--- config.mk ---
export PLATFORM = sky130hd
export DESIGN_NAME = lvp_top
export DESIGN_NICKNAME = d
export VERILOG_FILES = /design/src/rtl/lvp_pkg.sv /design/src/rtl/lvp_classify.sv /design/src/rtl/lvp_align.sv /design/src/rtl/lvp_ptr.sv /design/src/rtl/lvp_top.sv
export SDC_FILE = /design/constraint.sdc
export NUM_CORES = 1
export LEC_CHECK = 0
export BUFFER_PORTS_ARGS = -buffer_cell sky130_fd_sc_hd__buf_2
export CORE_ASPECT_RATIO = 0.7
export CORE_UTILIZATION = 35
export DETAILED_ROUTE_END_ITERATION = 12
export HOLD_SLACK_MARGIN = 0.12
export PLACE_DENSITY_LB_ADDON = 0.25
export REMOVE_ABC_BUFFERS = 1
export SYNTH_ARGS = -nofsm -noshare
export SYNTH_HDL_FRONTEND = slang
export SYNTH_SLANG_ARGS = --single-unit
--- constraint.sdc ---
create_clock -name clk -period 5.25 [get_ports clk]
set_input_delay 1.05 -clock clk [delete_from_list [all_inputs] [get_ports clk]]
set_output_delay 1.05 -clock clk [all_outputs]
set_load 0.1 [all_outputs]
--- src/rtl/lvp_pkg.sv ---
package lvp_pkg;

  localparam int MAX_INSN_BYTES = 8;
  localparam int LEN_W          = 4;
  localparam int PAYLOAD_W      = 11;

  typedef enum logic [2:0] {
    LC_PLAIN32 = 3'd0,
    LC_C16     = 3'd1,
    LC_P48     = 3'd2,
    LC_P64     = 3'd3,
    LC_VBLK    = 3'd4
  } len_class_e;

  // Length class from the first byte; the escape row is major opcode 000xxx.
  function automatic len_class_e f_class(input logic [7:0] b0, input logic esc);
    len_class_e c;
    c = LC_PLAIN32;
    if (esc && (b0[7:5] == 3'b000)) begin
      unique case (b0[4:3])
        2'b00:   c = LC_C16;
        2'b01:   c = LC_P48;
        2'b10:   c = LC_P64;
        default: c = LC_VBLK;
      endcase
    end
    return c;
  endfunction

  function automatic logic [LEN_W-1:0] f_len(input len_class_e c);
    logic [LEN_W-1:0] n;
    unique case (c)
      LC_C16:  n = 4'd2;
      LC_P48:  n = 4'd6;
      LC_P64:  n = 4'd8;
      LC_VBLK: n = 4'd2;
      default: n = 4'd4;
    endcase
    return n;
  endfunction

  function automatic logic [PAYLOAD_W-1:0] f_payload(input logic [15:0] hdr,
                                                     input len_class_e c);
    return (c == LC_PLAIN32) ? '0 : hdr[PAYLOAD_W-1:0];
  endfunction

endpackage

--- src/rtl/lvp_classify.sv ---
module lvp_classify
  import lvp_pkg::*;
(
  input  logic [15:0]          hdr,
  input  logic                 esc_en,
  output len_class_e           cls,
  output logic [LEN_W-1:0]     len,
  output logic [PAYLOAD_W-1:0] payload,
  output logic                 is_escape
);

  always_comb begin
    cls       = f_class(hdr[15:8], esc_en);
    len       = f_len(cls);
    payload   = f_payload(hdr, cls);
    is_escape = (cls != LC_PLAIN32);
  end

endmodule

--- src/rtl/lvp_align.sv ---
module lvp_align
  import lvp_pkg::*;
#(
  parameter int WIN_BYTES = 8
) (
  input  logic [8*WIN_BYTES-1:0]    win_data,
  input  logic [LEN_W-1:0]          len,
  output logic [8*MAX_INSN_BYTES-1:0] insn
);

  localparam int WIN_W = 8 * WIN_BYTES;
  localparam int OUT_W = 8 * MAX_INSN_BYTES;

  for (genvar i = 0; i < MAX_INSN_BYTES; i++) begin : g_byte
    logic       keep;
    logic [7:0] src;
    assign src  = win_data[WIN_W-1-8*i -: 8];
    assign keep = (len > LEN_W'(i));
    assign insn[OUT_W-1-8*i -: 8] = keep ? src : 8'h00;
  end

endmodule

--- src/rtl/lvp_ptr.sv ---
module lvp_ptr
  import lvp_pkg::*;
#(
  parameter int PTR_W = 16
) (
  input  logic             clk,
  input  logic             rst_n,
  input  logic             adv,
  input  logic [LEN_W-1:0] step,
  output logic [PTR_W-1:0] ptr
);

  logic [PTR_W-1:0] ptr_nxt;

  always_comb ptr_nxt = ptr + PTR_W'(step);

  always_ff @(posedge clk or negedge rst_n) begin
    if (!rst_n)   ptr <= '0;
    else if (adv) ptr <= ptr_nxt;
  end

endmodule

--- src/rtl/lvp_top.sv ---
module lvp_top
  import lvp_pkg::*;
#(
  parameter int WIN_BYTES = 8,
  parameter int PTR_W     = 16,
  localparam int AVAIL_W  = $clog2(WIN_BYTES + 1),
  localparam int WIN_W    = 8 * WIN_BYTES,
  localparam int INSN_W   = 8 * MAX_INSN_BYTES
) (
  input  logic                 clk,
  input  logic                 rst_n,
  input  logic                 esc_en,
  input  logic                 win_valid,
  input  logic [AVAIL_W-1:0]   win_avail,
  input  logic [WIN_W-1:0]     win_data,
  output logic                 take,
  output logic [LEN_W-1:0]     take_len,
  output logic [PTR_W-1:0]     bnd_ptr,
  output logic                 rsp_valid,
  output logic [2:0]           rsp_class,
  output logic [LEN_W-1:0]     rsp_len,
  output logic [INSN_W-1:0]    rsp_insn,
  output logic [PAYLOAD_W-1:0] rsp_payload
);

  // Named internal events for the checker.
  len_class_e           dec_cls;
  logic [PAYLOAD_W-1:0] dec_payload;
  logic                 dec_escape;
  logic [INSN_W-1:0]    dec_insn;
  logic                 win_short;

  len_class_e           cls_q;

  lvp_classify u_cls (
    .hdr       (win_data[WIN_W-1 -: 16]),
    .esc_en    (esc_en),
    .cls       (dec_cls),
    .len       (take_len),
    .payload   (dec_payload),
    .is_escape (dec_escape)
  );

  lvp_align #(.WIN_BYTES(WIN_BYTES)) u_align (
    .win_data (win_data),
    .len      (take_len),
    .insn     (dec_insn)
  );

  always_comb begin
    win_short = (int'(win_avail) < int'(take_len));
    take      = win_valid && !win_short;
  end

  lvp_ptr #(.PTR_W(PTR_W)) u_ptr (
    .clk   (clk),
    .rst_n (rst_n),
    .adv   (take),
    .step  (take_len),
    .ptr   (bnd_ptr)
  );

  always_ff @(posedge clk or negedge rst_n) begin
    if (!rst_n) begin
      rsp_valid   <= 1'b0;
      cls_q       <= LC_PLAIN32;
      rsp_len     <= '0;
      rsp_insn    <= '0;
      rsp_payload <= '0;
    end else begin
      rsp_valid <= take;
      if (take) begin
        cls_q       <= dec_cls;
        rsp_len     <= take_len;
        rsp_insn    <= dec_insn;
        rsp_payload <= dec_payload;
      end
    end
  end

  assign rsp_class = cls_q;

endmodule

# Word level (Yosys, flattened, before mapping)
# Index checks and enable logic that the tools add are counted.
[word_totals] ff_bits=99 input_bits=72 out_inout_bits=104 elab_cells=41
[classes] addsub=1 n_lt_le_gt_ge=9 eq_ne=6 mux=12 n_reduce_logical=7
[ops] cell="8-bit 2-to-1 mux" count=8
[ops] cell="16-bit by 4-bit adder with 16-bit output" count=1
[ops] cell="4-bit by 3-bit > comparator with 1-bit output (second input constant)" count=4
[ops] cell="4-bit case mux with 3 select lines" count=1
[ops] cell="11-bit 2-to-1 mux" count=1
[ops] cell="3-bit case mux with 3 select lines" count=1
[ops] cell="4-bit by 1-bit > comparator with 1-bit output (second input constant)" count=2
[ops] cell="4-bit by 2-bit > comparator with 1-bit output (second input constant)" count=2
[ops] cell="3-bit by 2-bit equality test with 1-bit output (second input constant)" count=2
[ops] cell="3-bit zero test" count=2
[ops] cell="4-bit less-than comparator" count=1
[ops] cell="3-bit by 1-bit equality test with 1-bit output (second input constant)" count=1
[ops] cell="3-bit equality test (second input constant)" count=1
[ops] cell="3-bit 2-to-1 mux" count=1
[ops] cell="2-bit by 1-bit equality test with 1-bit output (second input constant)" count=1
[ops] cell="2-bit equality test (second input constant)" count=1
[ops] cell="1-bit logical AND" count=2
[ops] cell="2-bit zero test" count=1
[ops] cell="2-bit OR reduction" count=1
[ops] cell="1-bit zero test" count=1

# Longest topological paths before layout
# Gate-level depths: netlist of the first run.
[logic_depth] ltp_word=9 ltp_mapped=15 mapped_depth_nobuf=13

# Cells and area by module
# Synthesis of the first run repeated with hierarchy kept, for this count alone.
[unflattened] hier_cells=744 area_unflattened_um2=6423.7
[by_module_without_submodules] mod="lvp_top" n_inst=1 cells_each=567 area_per_inst_um2=4852.2 seq_area_each_um2=2077.0
[by_module_without_submodules] mod="lvp_ptr" n_inst=1 cells_each=68 area_per_inst_um2=835.8 seq_area_each_um2=400.4
[by_module_without_submodules] mod="lvp_align" n_inst=1 cells_each=73 area_per_inst_um2=484.2 seq_area_each_um2=0.0
[by_module_without_submodules] mod="lvp_classify" n_inst=1 cells_each=36 area_per_inst_um2=251.5 seq_area_each_um2=0.0

# Worst setup path after synthesis of the first run
# No wires, ideal clock.
[synth_timing] kind="input port to output port" startpoint="input port win_data[59]" endpoint="output port take" t_arrival_ns=3.974 t_required_ns=4.200 setup_slack_ns=0.226 cell_stages=12 n_path_buf=1 cell_sequence="inv_1 -> ha_1 -> nand2_1 -> nor3_1 -> inv_1 -> nand2_1 -> ha_1 -> nor3_1 -> nor2_1 -> o21ai_2 -> inv_2 -> clkbuf_1"
[synth_via] elab_chain_len=9
[synth_rtl] element="from (decl)" line_no="lvp_top.sv:15" rtl="input logic [WIN_W-1:0] win_data,"
[synth_rtl] element="2-bit equality test, or another cell as far along" line_no="lvp_pkg.sv:20" rtl="unique case (b0[4:3])"
[synth_rtl] element="3-bit case mux with 3 select lines *" line_no="lvp_pkg.sv:20"
[synth_rtl] element="3-bit 2-to-1 mux *" line_no="lvp_pkg.sv:19" rtl="if (esc && (b0[7:5] == 3'b000)) begin"
[synth_rtl] element="3-bit by 1-bit equality test with 1-bit output / 3-bit equality test (equally long branches)" line_no="lvp_pkg.sv:32" rtl="unique case (c)"
[synth_rtl] element="2-bit OR reduction (no line)"
[synth_rtl] element="4-bit case mux with 3 select lines *" line_no="lvp_pkg.sv:32"
[synth_rtl] element="4-bit less-than comparator *" line_no="lvp_top.sv:51" rtl="win_short = (int'(win_avail) < int'(take_len));"
[synth_rtl] element="1-bit zero test *" line_no="lvp_top.sv:52" rtl="take = win_valid && !win_short;"
[synth_rtl] element="1-bit logical AND *" line_no="lvp_top.sv:52"
[synth_rtl] element="to (decl)" line_no="lvp_top.sv:16" rtl="output logic take,"
# Every way passes the cells marked *; elsewhere a longest branch is shown, timed or not.

# Final worst setup path of the first run
# Same ends and word-level chain as after synthesis.

==> key figures, run 1 <==
Cells and area
  – Fin nets: 690
  – Core Util, Final: 0.4776
  – Diode count: 0
  – P&R area growth vs syn: 30.34%
  – Post-route cell area: 5354 µm²
  – Layout cells sized above 1: 0.3197

Timing
  – Final hold vios: 0
  – Min Tclk post-route: 4.495 ns
  – Setup TNS: 0 ns
  – Worst setup margin: 0.7550 ns
  – Final period util: 0.8562
  – Final slew viol count: 0
  – RSZ-0062 raised after global routing: false
  – Peak Freq: 222.5 MHz
  – Final setup skew: 0.003394 ns
  – Slew @ Worst Pin: 1.089 ns
  – Relative slew slack: 0.2739
  – Final setup viols: 0

Setup path
  – Crit path max fanout: 4
  – Startpoint Class: input port
  – CP Capture Type: output pin
  – Cell count of the worst reg-to-reg path: 8
  – Setup CP Type: in -> out
  – Reg2reg setup slack: 3.23 ns
  – Worst Path Arrival: 3.45 ns
  – Crit path required time: between 4 and 5 ns

Yosys
  – Synth async-reset ratio: 1.000
  – Mapped cell area: 4108 µm²
  – Mean Syn Cell Area: 9.189 µm²
  – Synth top area cells: dfrtp_1, nand2_1, nand3_1
  – #FFs+latches synth: 97
  – Synth unique cells: 32
  – Top cell type's share of synthesized area: 0.5909
  – Seq/Total Area, Yosys: 0.5909
  – Synthesis Warnings: 0
  – Post-synth EDFFs: 0
  – Synth area leader: dfrtp_1
  – Top_reg_cell synth: dfrtp_1
  – Post-synthesis cell count: 447

Die
  – Core area: between 10000 and 15000 µm²
  – Die width: around 130 µm
  – Die H: 92.64 µm
  – Die area: 12180 µm²
  – Rows: 32
  – Starting Density: 0.3664
  – Boundary pin count: 176

Clocking
  – Clock Sink Count: 97
  – Clk_lat worst skew: approximately 0.34 ns
  – Clock buffer count from CTS: 9
  – CTS max path bufs: 2
  – Cts hold-fix bufs: 0
  – Postcts setup bufs: 0
  – CTS tree: built
  – Worst-path clk slew: roughly 0.060 ns
  – CTS Root Buffer Type: clkbuf_16
  – Post-CTS sizing: 0
  – CTS HTree Levels: 3

Power and ir drop
  – Worst vdd ir: 0.2231 mV
  – Pwr Density: ~430 nW/µm²
  – P_leak: 3.122 nW
  – Total power: 2.289 mW

Hold path
  – Worst Hold Class: reg -> reg
  – WHS Path Cells: 2

Placement
  – Placer Congestion: ~0.85
  – Place WS: 0.7552 ns
  – Cell Area, Placed: 5081 µm²
  – PortBufs: 171
  – Dpl hpwl: 7173 µm

Global route
  – Total GRT Usage: 0.1793
  – Largest net degree at the start of global routing: just under 100
  – Congestion Overflow GR: 0
  – First-pass GRT wire length: about 17000 µm
  – Initial antenna violation count: 0
  – Vias in the first global route: 3533

Detailed routing
  – Vias: approximately 3500
  – Detail Route Antenna Nets: 0
  – Routed WL: around 10000 µm
  – Initial DRC Count: 104
  – Drt first pass iters: 4
  – Drt drc: 0
  – Vias per cell: 4.610
  – WL/cell: 13.60 µm

Run status
  – Outcome: finished, final reports clean

Flow run
  – Max Cap Violations: 0
-- placed cells by master (no fill, tap or decap), types with 2 or more instances in the layout --
cell and instances:
a21oi_1 4, and3_1 2, buf_2 170, buf_4 6, clkbuf_16 9, clkinv_4 2, conb_1 3, dfrtp_1 97
ha_1 8, inv_1 9, nand2_1 180, nand3_1 65, nand4_1 3, nor2_1 8, nor3_1 2, nor4b_1 2
o21ai_0 9, o31ai_1 2, or2_2 2, xnor2_1 10, xor2_1 4
-- power breakdown --
group	total (mW)	internal, mW	switching (mW)
Sequential	0.866	0.818	0.0483
Combinational	0.819	0.120	0.699
Clock	0.603	0.332	0.271
-- stage by stage --
step,hold slack (ns),std cells
2_1_floorplan,0.7544,422
5_1_grt,0.4765,766
3_3_place_gp,0.4438,751
3_5_place_dp,0.4513,751
6_report,0.4608,766
4_1_cts,0.4653,766
-- layout make-up --
class                   count  area, µm²
flip-flops and latches     97       2427
fillers                  1116       5857
inverters                  10      37.54
repair buffers            176      895.9
clock inverters             4      30.03
multi-input cells         315       1529
clock buffers              11      242.7
well taps                 153      191.4
-- critical path, stage by stage --
cell,delay [ns]
buf_2,0.09
inv_1,0.06
ha_1,0.23
nor2_1,0.28
xnor2_1,0.15
or3_1,0.14
nand2_1,0.13
ha_1,0.22
or4_1,0.59
o21ai_4,0.17
inv_2,0.05
buf_2,0.29
-- cells by family after synthesis --
group / count (synthesis) / synth area share
AO/OA/AOI/OAI: 17 / 0.02376
XOR/XNOR: 14 / 0.02985
adder cells (fa/ha/maj): 9 / 0.02924
buffers and inverters: 37 / 0.04173
flip-flops: 97 / 0.5909
other: 1 / 0.0009129
AND/OR/NAND/NOR: 272 / 0.2836
-- metal layers --
| metal | part of all wire | GRT usage | up-vias | wire length [µm] |
|---|---|---|---|---|
| met5 | 0 | 0 | - | 0 |
| met4 | 0.0077 | 0.04360 | 0 | 80 |
| met3 | 0.081 | 0.06076 | 10 | 841 |
| met2 | 0.43 | 0.2769 | 124 | 4467 |
| met1 | 0.48 | 0.2421 | 1641 | 5031 |
| li1 | - | - | 1756 | - |
-- final timing paths --
path / startpoint / to
hold / removal: rsp_insn[17] / rsp_insn[17]
min in group asynchronous: rst_n / rsp_insn[18]
hold reg to reg: rsp_insn[17] / rsp_insn[17]
max in group asynchronous: rst_n / rsp_insn[47]
setup / recovery: win_data[59] / take
setup reg to reg: u_ptr.ptr[1] / u_ptr.ptr[11]
-- cell usage after synthesis, types with 2 or more instances --
cell	count
o21ai_0	9
nand4_1	3
clkbuf_1	10
and3_1	2
buf_2	5
nor2_1	8
xor2_1	4
a21oi_1	4
xnor2_1	10
nand2_1	180
nand3_1	65
or2_2	2
nor3_1	3
nor4b_1	2
ha_1	8
inv_1	9
buf_1	5
dfrtp_1	97
buf_4	7
o31ai_1	2
-- sequential cells by signal, summed over array words and instances (netlist names) --
signal / cells
rsp_valid: 1
rsp_payload: 11
rsp_len: 3
u_ptr.ptr: 15
rsp_insn: 64
rsp_class: 3
(Power assumes the default switching activity.)
==> run 2: changes to the inputs <==
- CELL_PAD_IN_SITES_DETAIL_PLACEMENT: unset -> 1
- CELL_PAD_IN_SITES_GLOBAL_PLACEMENT: unset -> 2
- CORE_UTILIZATION: 35 -> 27
==> run 2 against run 1 <==
Compared with the run above: hold slack barely moved; via count rose by 2.4%; final cell count rose by 5.6%; worst setup slack improved by 0.060 ns.
==> key figures, run 2 (synthesis results as in run 1) <==
Global route
  – Vias in the first global route: ~3800
  – Largest net degree at the start of global routing: 98
  – Total GRT Usage: 0.1598
  – Initial antenna violation count: 0
  – Congestion Overflow GR: 0
  – First-pass GRT wire length: 19530 µm

Cells and area
  – Diode count: 0
  – Core Util, Final: 0.3695
  – Multi-input gate area: 1529 µm²
  – Max reg flops: 64
  – Most frequent cells in the layout: nand2_1, buf_2, dfrtp_1
  – Post-route cell area: 5456 µm²
  – P&R area growth vs syn: 32.84%
  – Commonest non-fill, non-tap cell in the layout: nand2_1
  – Reg with most FFs: rsp_insn
  – Seq. cell area: 2427 µm²
  – Largest regs: rsp_insn: 64 flops, u_ptr.ptr: 15 flops, rsp_payload: 11 flops
  – Fill cells: roughly 1800
  – Fin nets: 690
  – Layout cells sized above 1: 0.3208

Setup path
  – Crit-path cells: buf_2 -> inv_1 -> ha_1 -> nor2_1 -> xnor2_1 -> or3_1 -> nand2_1 -> ha_1 -> or4_1 -> o21ai_4 -> inv_2 -> buf_12
  – Startpoint Class: input port
  – Crit path max fanout: 4
  – Setup CP Type: in -> out
  – Cell mode on critical path: ha_1
  – Crit path required time: 4.20 ns
  – Worst Path Arrival: 3.39 ns
  – Critical path's largest stage delay: 0.59 ns
  – CP Capture Type: output pin
  – Worst path slowest cell: or4_1

Clocking
  – CTS Root Buffer Type: clkbuf_16
  – Postcts setup bufs: 0
  – Clock buffer count from CTS: 9
  – CTS max path bufs: 2
  – Worst-path clk slew: 0.07 ns
  – CTS HTree Levels: 3
  – CTS tree: built
  – Cts hold-fix bufs: 0
  – Clock Sink Count: 97
  – Post-CTS sizing: 0
  – Clk_lat worst skew: 0.33 ns

Timing
  – Final period util: 0.8448
  – Relative slew slack: 0.2632
  – Final setup skew: 0.004565 ns
  – Min Tclk post-route: between 4 and 5 ns
  – Peak Freq: between 200 and 250 MHz
  – Final slew viol count: 0
  – Worst setup margin: 0.8146 ns
  – Setup TNS: 0 ns
  – Slew @ Worst Pin: 1.105 ns
  – Final setup viols: 0
  – RSZ-0062 raised after global routing: false
  – Final hold vios: 0

Run status
  – Outcome: finished, final reports clean

Flow run
  – Max Cap Violations: 0

Die
  – Core area: 14770 µm²
  – Rows: 37
  – Die width: 149.4 µm
  – Die area: 15720 µm²
  – Die H: 105.2 µm
  – Starting Density: 0.2781
  – Boundary pin count: 176

Detailed routing
  – Vias per cell: 4.471
  – Vias: ~3600
  – Routed WL: 12150 µm
  – Initial DRC Count: 97
  – Detail Route Antenna Nets: 0
  – Drt first pass iters: 4
  – Drt drc: 0
  – WL/cell: 15.02 µm

Power and ir drop
  – Pwr Density: 434.3 nW/µm²
  – P_leak: 3.143 nW
  – Worst vdd ir: 0.2295 mV

Placement
  – Place WS: 0.7458 ns
  – Dpl hpwl: 8404 µm
  – PortBufs: 171
  – Cell Area, Placed: 5149 µm²
  – Placer Congestion: roughly 0.77

Hold path
  – Worst Hold Class: reg -> reg
-- run 2: layout make-up --
class	instances	share of cell area
Sequential cell	97	0.4449
Multi-Input combinational cell	315	0.2802
Timing Repair Buffer	176	0.1669
Clock buffer	12	0.04701
Tap cell	195	0.04471
Clock inverter	4	0.009402
Inverter	10	0.006879
-- run 2: worst max-delay path, delay by kind of cell --
| family | cells | cell delay (ns) |
|---|---|---|
| buffers and inverters | 4 | 0.39 |
| xor gates and xnor gates | 1 | 0.15 |
| and+or+nand+nor | 4 | 1.15 |
| AOI/OAI and AO/OA | 1 | 0.17 |
| adders and majority gates | 2 | 0.48 |
-- run 2: worst paths after layout --
path,from,end,slack [ns],depth (start not counted)
setup / recovery,win_data[59],take,0.81,12
hold / removal,rsp_insn[30],rsp_insn[30],0.46,2
setup reg to reg,u_ptr.ptr[1],u_ptr.ptr[11],3.18,8
hold reg to reg,rsp_insn[30],rsp_insn[30],0.46,2
max in group asynchronous,rst_n,rsp_payload[1],3.41,2
min in group asynchronous,rst_n,rsp_insn[45],0.74,1
-- run 2: per-layer routing --
| layer | routed length (µm) | part of all wire | track usage |
|---|---|---|---|
| met4 | 57 | 0.0047 | 0.03061 |
| met1 | 5864 | 0.48 | 0.2107 |
| met2 | 5260 | 0.43 | 0.2530 |
| met5 | 0 | 0 | 0 |
| met3 | 967 | 0.080 | 0.05459 |
-- run 2: per-stage QoR --
stage	instances	hold slack (ns)	total power [mW]
2_1_floorplan	422	0.7544	1.534
3_3_place_gp	793	0.4442	1.706
3_5_place_dp	793	0.4517	1.717
4_1_cts	809	0.4683	2.412
5_1_grt	809	0.4857	2.489
6_report	809	0.4609	2.370
-- run 2: power breakdown --
part	switching, mW	internal (mW)
Combinational	0.707	0.123
Clock	0.278	0.396
Sequential	0.0484	0.818
==> run 3: changes to the inputs <==
- ABC_AREA: unset -> 1
- clock period: 5.25 -> 4.37 ns (I/O delays scaled with it)
==> run 3 against run 2 <==
Compared with the run above: register-to-register slack worse by 0.77 ns; sequential cell count is the same; sequential power increased by 20%; via count up 27%; synthesized area grew 19%; non-clock buffer count is the same; clock power is 28% higher; synthesized cell count grew 45%; final cell count is 28% higher; die area up 19%; hold slack gained 0.0041 ns; worst setup slack lost 0.11 ns.
==> key figures, run 3 <==
Setup path
  – CP Capture Type: output pin
  – Worst Path Arrival: 2.79 ns
  – Cell count of the worst reg-to-reg path: 8
  – Startpoint Class: input port
  – Reg-to-reg critical path startpoint: u_ptr.ptr[3]
  – Crit path max fanout: 3
  – Crit path required time: 3.50 ns
  – Launch point of the worst path: win_data[59]
  – Setup CP Type: in -> out

Detailed routing
  – WL/cell: 14.69 µm
  – Drt drc: 0
  – Drt first pass iters: 4
  – Vias per cell: 4.444
  – Detail Route Antenna Nets: 0
  – Vias: between 4000 and 5000
  – Routed WL: 15170 µm
  – Initial DRC Count: between 300 and 400

Clocking
  – Worst-path clk slew: 0.06 ns
  – Cts hold-fix bufs: 0
  – Clk_lat worst skew: 0.34 ns
  – Clock Sink Count: 97
  – Postcts setup bufs: 0
  – Clock buffer count from CTS: 9
  – Post-CTS sizing: 0
  – CTS max path bufs: 2
  – CTS Root Buffer Type: clkbuf_16
  – CTS tree: built
  – CTS HTree Levels: 3

Cells and area
  – Commonest non-fill, non-tap cell in the layout: nand2_1
  – Largest regs: rsp_insn: 64 flops, u_ptr.ptr: 15 flops, rsp_payload: 11 flops
  – Reg with most FFs: rsp_insn
  – Diode count: 0
  – Cell Count, Final, Fillers Out: 1032
  – P&R area growth vs syn: 26.55%
  – Layout cells sized above 1: 0.2459
  – Core Util, Final: 0.3555
  – Post-route cell area: 6191 µm²
  – Fin nets: 878
  – Max reg flops: 64
  – Most frequent cells in the layout: nand2_1, buf_2, nand3_1

Run status
  – Outcome: finished, final reports clean

Placement
  – Dpl hpwl: 9978 µm
  – Placer Congestion: about 0.75
  – PortBufs: 171
  – Placed Cells: between 1000 and 1500
  – Cell Area, Placed: 5872 µm²

Yosys
  – Top_reg_cell synth: dfrtp_1
  – Synth cell count leaders: nand2_1, nand3_1, dfrtp_1
  – Mapped cell area: between 4000 and 5000 µm²
  – Mean Syn Cell Area: 7.561 µm²
  – Synthesis Warnings: 0
  – Post-synthesis cell count: 647
  – Top cell type's share of synthesized area: 0.4962
  – Synth top area cells: dfrtp_1, nand2_1, nand3_1
  – Synth area leader: dfrtp_1
  – #FFs+latches synth: 97
  – Most common cell in the synthesized netlist: nand2_1
  – Synth async-reset ratio: 1.000
  – Post-synth EDFFs: 0
  – Seq/Total Area, Yosys: 0.4962
  – Synth unique cells: 23

Global route
  – Vias in the first global route: 4808
  – Largest net degree at the start of global routing: 101
  – Congestion Overflow GR: 0
  – Initial antenna violation count: 0
  – First-pass GRT wire length: 24850 µm
  – Total GRT Usage: 0.1703

Die
  – Die area: 18670 µm²
  – Rows: 40
  – Boundary pin count: 176
  – Die H: around 110 µm
  – Die width: 162.9 µm
  – Core area: roughly 17000 µm²
  – Starting Density: 0.2809

Power and ir drop
  – Pwr Density: between 400 and 500 nW/µm²
  – Total power: between 2 and 3 mW
  – Worst vdd ir: 0.1749 mV
  – P_leak: 3.855 nW

Timing
  – Relative slew slack: 0.2629
  – Final period util: 0.8395
  – Final setup viols: 0
  – Final hold vios: 0
  – Slew @ Worst Pin: ~1.1 ns
  – Final hold slack: 0.4650 ns
  – Min Tclk post-route: 3.669 ns
  – Final slew viol count: 0
  – Peak Freq: 272.6 MHz
  – Final setup skew: 0.006103 ns
  – RSZ-0062 raised after global routing: false

Hold path
  – Worst Hold Class: reg -> reg
  – WHS Path Cells: 2
  – Hold_sp: rsp_class[0]

Flow run
  – Max Cap Violations: 0
==> run 3: cell types whose count changed after synthesis, moves of 3 or more <==
cell,change
buf_2,+6
buf_4,-3
buf_6,+9
inv_1,+79
nand2_1,+35
nand3_1,+43
nor2_1,+56
o21ai_0,-7
xnor2_1,-6
==> run 3: cell families after synthesis <==
logic type / share of synthesized area
xor+xnor: 0.01611
fa+ha+maj: 0.02455
buf+inv: 0.1171
simple gates: 0.3412
flops: 0.4962
other cells: 0.0007665
compound gates: 0.004092
==> run 3: layout make-up <==
| type | count | area (µm²) |
|---|---|---|
| fill | 2203 | 11230 |
| tap | 231 | 289.0 |
| multi-input combinational | 425 | 1912 |
| timing repair buffer | 176 | 913.4 |
| sequential | 97 | 2427 |
| clock buffer | 10 | 239.0 |
| clock inverter | 5 | 80.08 |
| inverter | 88 | 330.3 |
==> run 3: final timing paths <==
path                                  to  slack [ns]
setup / recovery                    take        0.70
hold / removal              rsp_class[0]        0.46
setup reg to reg           u_ptr.ptr[12]        2.41
hold reg to reg             rsp_class[0]        0.46
max in group asynchronous   rsp_insn[31]        2.73
min in group asynchronous    rsp_insn[5]        0.68
==> run 3: layer usage <==
layer  global-route usage  up-vias  routed length [µm]
met5                    0        -                   0
met1               0.2208     2182                7152
li1                     -     2253                   -
met4              0.03988        0                 116
met3              0.05904       11                1213
met2               0.2718      140                6682
==> run 3: report_power, final <==
part	internal [mW]	switching, mW
logic	0.156	0.848
registers	0.976	0.0678
clock network	0.514	0.350
total	1.65	1.27
==> run 3: stage by stage <==
stage	setup slack (ns)	setup TNS, ns
6_report	0.7014	0
5_1_grt	0.4980	0
4_1_cts	0.6849	0
3_5_place_dp	0.6332	0
3_3_place_gp	0.7692	0
2_1_floorplan	-2.637	-110.72
==> run 3: critical path: stages <==
cell     delay, ns
buf_2         0.11
inv_1         0.06
ha_1          0.20
inv_1         0.05
nand2_1       0.09
nand3_1       0.14
nand2_1       0.10
nand3_2       0.10
nand2_1       0.12
ha_1          0.30
nand2_1       0.04
inv_1         0.04
nand2_1       0.08
nand2_4       0.09
nand2_4       0.04
inv_1         0.14
buf_12        0.19
